`config.mk`:
```
export PLATFORM = sky130hd
export DESIGN_NAME = valley_count_ctrl
export DESIGN_NICKNAME = d
export VERILOG_FILES = /design/src/rtl/vsc_pkg.sv /design/src/rtl/vsc_sync.sv /design/src/rtl/vsc_prescaler.sv /design/src/rtl/vsc_peak_hold.sv /design/src/rtl/vsc_step.sv /design/src/rtl/valley_count_ctrl.sv
export SDC_FILE = /design/constraint.sdc
export NUM_CORES = 1
export LEC_CHECK = 0
export ABC_AREA = 1
export BUFFER_PORTS_ARGS = -buffer_cell sky130_fd_sc_hd__buf_2
export CORE_ASPECT_RATIO = 1.75
export CORE_MARGIN = 3
export CORE_UTILIZATION = 35
export CTS_CLUSTER_SIZE = 14
export DETAILED_ROUTE_END_ITERATION = 12
export GPL_TIMING_DRIVEN = 0
export PLACE_DENSITY = 0.54
export SLEW_MARGIN = 10
export SYNTH_ARGS = -nofsm -noshare
export SYNTH_HDL_FRONTEND = slang
export SYNTH_SLANG_ARGS = --single-unit
```
`constraint.sdc`:
```
create_clock -name clk_i -period 2.15 [get_ports clk_i]
set_input_delay 0.43 -clock clk_i [delete_from_list [all_inputs] [get_ports clk_i]]
set_output_delay 0.43 -clock clk_i [all_outputs]
set_load 0.05 [all_outputs]
```
`src/rtl/vsc_pkg.sv`:
```
package vsc_pkg;

    // Period-end decision, in order of increasing precedence
    typedef enum logic [1:0] {
        ACT_UP   = 2'd0,
        ACT_HOLD = 2'd1,
        ACT_DOWN = 2'd2,
        ACT_SNAP = 2'd3
    } act_e;

    // Bit positions of the level flags inside a 3-bit vector
    localparam int LVL_LO  = 0;
    localparam int LVL_MID = 1;
    localparam int LVL_HI  = 2;
    localparam int LVL_N   = 3;

    function automatic act_e pick_action(input logic [LVL_N-1:0] hit);
        if (hit[LVL_HI])       return ACT_SNAP;
        else if (hit[LVL_MID]) return ACT_DOWN;
        else if (hit[LVL_LO])  return ACT_HOLD;
        else                   return ACT_UP;
    endfunction

endpackage

```
`src/rtl/vsc_sync.sv`:
```
module vsc_sync #(
    parameter int W      = 3,
    parameter int STAGES = 2
) (
    input  logic         clk_i,
    input  logic         rst_ni,
    input  logic [W-1:0] async_i,
    output logic [W-1:0] sync_o
);
    typedef struct packed {
        logic [STAGES-1:0][W-1:0] stg;
    } sync_st_t;

    sync_st_t st_d, st_q;

    always_comb begin
        st_d.stg[0] = async_i;
        for (int i = 1; i < STAGES; i++) begin
            st_d.stg[i] = st_q.stg[i-1];
        end
    end

    always_ff @(posedge clk_i or negedge rst_ni) begin
        if (!rst_ni) st_q <= '0;
        else         st_q <= st_d;
    end

    assign sync_o = st_q.stg[STAGES-1];
endmodule

```
`src/rtl/vsc_prescaler.sv`:
```
module vsc_prescaler #(
    parameter int PERIOD_CYCLES = 6_000_000
) (
    input  logic clk_i,
    input  logic rst_ni,
    output logic tick_o
);
    localparam int PW = (PERIOD_CYCLES > 2) ? $clog2(PERIOD_CYCLES) : 1;
    localparam logic [PW-1:0] LAST = PW'(PERIOD_CYCLES - 1);

    typedef struct packed {
        logic [PW-1:0] cnt;
    } pre_st_t;

    pre_st_t st_d, st_q;
    logic    at_end;

    always_comb begin
        at_end = (st_q.cnt == LAST);
        st_d   = st_q;
        if (at_end) st_d.cnt = '0;
        else        st_d.cnt = st_q.cnt + 1'b1;
    end

    always_ff @(posedge clk_i or negedge rst_ni) begin
        if (!rst_ni) st_q <= '0;
        else         st_q <= st_d;
    end

    assign tick_o = at_end;
endmodule

```
`src/rtl/vsc_peak_hold.sv`:
```
module vsc_peak_hold #(
    parameter int N = 3
) (
    input  logic         clk_i,
    input  logic         rst_ni,
    input  logic         tick_i,
    input  logic [N-1:0] lvl_i,
    output logic [N-1:0] hit_o,
    output logic [N-1:0] seen_o
);
    typedef struct packed {
        logic [N-1:0] seen;
    } ph_st_t;

    ph_st_t       st_d, st_q;
    logic [N-1:0] merged;

    // sticky capture, consumed and cleared at the period end
    always_comb begin
        merged = st_q.seen | lvl_i;
        st_d   = st_q;
        if (tick_i) st_d.seen = '0;
        else        st_d.seen = merged;
    end

    always_ff @(posedge clk_i or negedge rst_ni) begin
        if (!rst_ni) st_q <= '0;
        else         st_q <= st_d;
    end

    assign hit_o  = merged;
    assign seen_o = st_q.seen;
endmodule

```
`src/rtl/vsc_step.sv`:
```
module vsc_step
    import vsc_pkg::*;
#(
    parameter int CW     = 4,
    parameter int LO_MIN = 1,
    parameter int LO_MAX = 8,
    parameter int HI_MIN = 3,
    parameter int HI_MAX = 10
) (
    input  logic             clk_i,
    input  logic             rst_ni,
    input  logic             tick_i,
    input  logic             hiline_i,
    input  logic [LVL_N-1:0] hit_i,
    output logic [CW-1:0]    count_o
);
    localparam logic [CW-1:0] LO_MIN_C = CW'(LO_MIN);
    localparam logic [CW-1:0] LO_MAX_C = CW'(LO_MAX);
    localparam logic [CW-1:0] HI_MIN_C = CW'(HI_MIN);
    localparam logic [CW-1:0] HI_MAX_C = CW'(HI_MAX);

    typedef struct packed {
        logic [CW-1:0] count;
    } step_st_t;

    step_st_t      st_d, st_q;
    logic [CW-1:0] floor_c, ceil_c, base;
    act_e          act;

    always_comb begin
        floor_c = hiline_i ? HI_MIN_C : LO_MIN_C;
        ceil_c  = hiline_i ? HI_MAX_C : LO_MAX_C;
        base    = st_q.count;
        if (base < floor_c) base = floor_c;
        if (base > ceil_c)  base = ceil_c;          // clamp at update
        act  = pick_action(hit_i);
        st_d = st_q;
        if (tick_i) begin
            unique case (act)
                ACT_UP:   st_d.count = (base == ceil_c)  ? base : base + 1'b1;
                ACT_HOLD: st_d.count = base;
                ACT_DOWN: st_d.count = (base == floor_c) ? base : base - 1'b1;
                ACT_SNAP: st_d.count = floor_c;
                default:  st_d.count = base;
            endcase
        end else if (st_q.count < floor_c) begin
            st_d.count = floor_c;                   // immediate floor raise
        end
    end

    always_ff @(posedge clk_i or negedge rst_ni) begin
        if (!rst_ni) st_q.count <= LO_MIN_C;
        else         st_q <= st_d;
    end

    assign count_o = st_q.count;
endmodule

```
`src/rtl/valley_count_ctrl.sv`:
```
module valley_count_ctrl
    import vsc_pkg::*;
#(
    parameter int PERIOD_CYCLES = 6_000_000,
    parameter int SYNC_STAGES   = 2,
    parameter int LO_MIN        = 1,
    parameter int LO_MAX        = 8,
    parameter int HI_MIN        = 3,
    parameter int HI_MAX        = 10,
    parameter int CW            = $clog2(HI_MAX + 1)
) (
    input  logic          clk_i,
    input  logic          rst_ni,
    input  logic          hiline_i,
    input  logic          fb_lo_i,
    input  logic          fb_mid_i,
    input  logic          fb_hi_i,
    output logic [CW-1:0] count_o
);
    logic [LVL_N-1:0] raw_lvl, sync_lvl, hit, seen;
    logic             tick;

    always_comb begin
        raw_lvl          = '0;
        raw_lvl[LVL_LO]  = fb_lo_i;
        raw_lvl[LVL_MID] = fb_mid_i;
        raw_lvl[LVL_HI]  = fb_hi_i;
    end


    vsc_sync #(.W(LVL_N), .STAGES(SYNC_STAGES)) u_sync (
        .clk_i  (clk_i),
        .rst_ni (rst_ni),
        .async_i(raw_lvl),
        .sync_o (sync_lvl)
    );


    vsc_prescaler #(.PERIOD_CYCLES(PERIOD_CYCLES)) u_pre (
        .clk_i (clk_i),
        .rst_ni(rst_ni),
        .tick_o(tick)
    );

    vsc_peak_hold #(.N(LVL_N)) u_hold (
        .clk_i (clk_i),
        .rst_ni(rst_ni),
        .tick_i(tick),
        .lvl_i (sync_lvl),
        .hit_o (hit),
        .seen_o(seen)
    );

    vsc_step #(
        .CW(CW), .LO_MIN(LO_MIN), .LO_MAX(LO_MAX),
        .HI_MIN(HI_MIN), .HI_MAX(HI_MAX)
    ) u_step (
        .clk_i   (clk_i),
        .rst_ni  (rst_ni),
        .tick_i  (tick),
        .hiline_i(hiline_i),
        .hit_i   (hit),
        .count_o (count_o)
    );
endmodule

```
==> impl_metrics.json <==
{
  "cp.arrival_ps": 2280,
  "yosys_most_used_dff": "dfrtp_1",
  "startpoint": "u_step.count_o[1]$_DFF_PN0_",
  "placed_area_um2": 2340,
  "r2r_slack_ps": 50,
  "design_area_um2": 2490,
  "die_w_um": 65.8,
  "synth-edff-count": 0,
  "cp.required_ps": 2330,
  "synth_top_area_share": 0.400,
  "async_flop_share": 1.00,
  "ff2ff_path_depth": 14,
  "crit_type": "flop to flop",
  "synth_top_cell_by_area": "dfrtp_1",
  "drt_iter0_markers": 50,
  "gr-total-overflow": 0,
  "setup_viol_count_final": 0,
  "vias": 1799,
  "port_buffers": 9,
  "worstSetupStartpointType": "flop",
  "max_slew_margin": 0.466,
  "hpwl_um": 3960,
  "grt_pass1_wl_um": 8500,
  "drv_cap": 0,
  "worst_r2r_endpoint": "u_step.count_o[2]$_DFF_PN0_",
  "ys_top_cells_by_area": "dfrtp_1 (40%), inv_1 (7.2%), nand2_1 (5.7%)",
  "hold_violations": 0,
  "initial_core_util": 0.367,
  "grt_max_degree": 37,
  "grt_pass1_vias": 1841,
  "cts_tree": "built",
  "clock-skew-final_ps": 5.48,
  "gp_congestion": 0.831,
  "syn_area_per_cell_um2": 8.30,
  "max_freq_ghz": 0.477,
  "wl_met2_um": 3080,
  "power-per-cell-area_nw_per_um2": 638,
  "numCtsBuffers": 5,
  "final_cells": 360,
  "drtAntennaViolNets": 0,
  "synth_fp_nets": 274,
  "finalSetupTns_ps": 0,
  "worstMarginPinSlew_ps": 800,
  "synth-warning-count": 0,
  "layout-area-overhead-vs-synth_pct": 13.5,
  "crit_path_end": "u_step.count_o[2]$_DFF_PN0_",
  "crit_fanout": 4,
  "first_pass_iters": 4,
  "finalNetCount": 291,
  "r2r-start": "u_step.count_o[1]$_DFF_PN0_",
  "htreeDepth": 2,
  "ir_drop_mv": 0.226,
  "routed_wl_um": 5140,
  "clkTransAtPathRegs_ps": 70,
  "final_max_slew_viol_count": 0,
  "drt-wirelength-per-cell_um": 14.3,
  "cts_root_buf": "clkbuf_8",
  "drive_gt1_frac": 0.266,
  "routed-wl-met3_um": 135,
  "cts.path.max_buffers": 2,
  "rsz0062_at_grt": "true",
  "antenna_found_initial": 0,
  "clock_sinks": 36,
  "rows": 37,
  "status": "completed",
  "vias_per_cell": 5.00,
  "route.detailed.drc": 0,
  "end_kind": "flop",
  "diodes": 0,
  "synthesis.area_um2": 2190,
  "die_height_um": 111,
  "dp_cells": 351,
  "yosysSeqAreaShare": 0.412,
  "io-pin-count": 10,
  "syn_inst": 264,
  "ys_seq_elements": 36,
  "fill_cells": 627,
  "drt-met1-wl_um": 1810,
  "core_area_um2": 5970,
  "grt_usage": 0.153,
  "top_layer": "met4",
  "timing.final.crit_period_ps": 2100,
  "fin_crit_sh": 0.975,
  "ys_types": 42,
  "worstSkewPairLatency_ps": 290,
  "dieArea_um2": 7290,
  "p_leak_uw": 0.00119,
  "min_path_type": "input pin to asynchronous set/reset pin"
}
## worst max-delay path: stages (launching register included)
cell,delay (ps)
dfrtp_2,440
ha_4,280
nand2_4,60
nand3_4,100
nand2_2,60
nand2_2,80
inv_2,50
mux2i_4,180
inv_1,100
ha_4,160
xor2_1,150
nand3_1,90
nand3_1,100
o21ai_1,90
inv_1,50
## registers in the layout (all words and copies together) (netlist names)
register        cells
u_sync.sync_o       3
u_sync.st_d         3
u_step.count_o      4
u_hold.seen_o       3
u_pre.st_q         23
## area by class of cell
| cell class | count | area [um^2] | share of cell area |
|---|---|---|---|
| clock inverter | 2 | 10.0 | 0.00402 |
| tap | 78 | 97.6 | 0.0392 |
| inverter | 55 | 209 | 0.0840 |
| buffer | 2 | 18.8 | 0.00755 |
| timing repair buffer | 10 | 55.1 | 0.0221 |
| sequential | 36 | 905 | 0.364 |
| clock buffer | 6 | 82.6 | 0.0332 |
| multi-input combinational | 171 | 1110 | 0.446 |
## worst min path at each step
stage                                        start                    endpoint  slack (ps)  cells after the start
final                                       rst_ni    u_pre.st_q[12]$_DFF_PN0_         220                      1
after global routing                       fb_hi_i    u_sync.st_d[5]$_DFF_PN0_         240                      1
after CTS                                 fb_mid_i    u_sync.st_d[4]$_DFF_PN0_         240                      1
after detailed placement  u_sync.st_d[3]$_DFF_PN0_  u_sync.sync_o[0]$_DFF_PN0_         330                      0
after global placement    u_sync.st_d[5]$_DFF_PN0_  u_sync.sync_o[2]$_DFF_PN0_         330                      0
after floorplan                             rst_ni  u_hold.seen_o[0]$_DFF_PN0_         130                      0
## layout by cell type (no fill, tap or decap), types with 3 or more instances in the layout
master    count
nor3_2        5
xor2_1        7
nor4_1        5
nor3_1        6
nand3_1      20
a21oi_1       7
nand2_2      10
nor2_1       25
o21ai_0       5
nand4_1       7
nor2_4        3
nor2_2        5
o21ai_1       3
nand2_1      30
clkbuf_8      6
inv_2        11
dfrtp_1      33
a211oi_1      4
buf_2         8
clkinv_2      4
inv_1        42
## power breakdown
group	internal, uW	switching [uW]
clock network	256	250
logic	145	226
registers	694	15.9
total	1090	493
## layer usage
layer  track usage  up-vias
li1              -      892
met1         0.146      864
met3        0.0243        8
met2         0.300       35
met5             0        -
met4        0.0665        0
## kinds of logic (layout without fill, tap and decap cells)
family	count (synthesis)	after routing	share of synthesized area
AOI/OAI and AO/OA	32	32	0.109
DFF	36	36	0.412
adders and majority gates	4	4	0.0228
xor gates and xnor gates	9	9	0.0360
buffers and inverters	57	75	0.104
muxes	1	1	0.0103
and+or+nand+nor	125	125	0.307
## stage by stage
step	total power [uW]	utilization	hold slack (ps)	setup slack [ps]
floorplan	936	-	134	28.0
global placement	1000	0.391	332	-274
detailed placement	1010	0.391	335	-272
CTS	1540	0.408	238	3.52
global route	1660	0.417	237	-97.5
finish	1590	0.417	223	52.9
## Yosys cell counts (2+ instances only)
cell type  instances
o21ai_1            3
a21oi_1            7
o21ai_0            5
nor4_1             5
nor2_2             5
ha_1               4
nor2_4             3
a211oi_1           4
xnor2_1            2
clkinv_2           2
nand3b_1           2
nand4_1            7
nand2_2            8
xor2_1             7
nor2_1            25
nand3_1           20
nor3_1             6
nand2_1           33
inv_2             11
inv_1             42
nand4_2            2
o22ai_1            2
nor3_2             5
a21oi_2            2
dfrtp_1           35
## timing repair
item	4_1_cts	5_1_grt
endpoints found under the setup margin	2	2
hold buffers	0	0
pin swaps	0	9
resized for setup	0	9
buffers inserted	1	0
No activity file was read; power rests on OpenSTA's default activity.
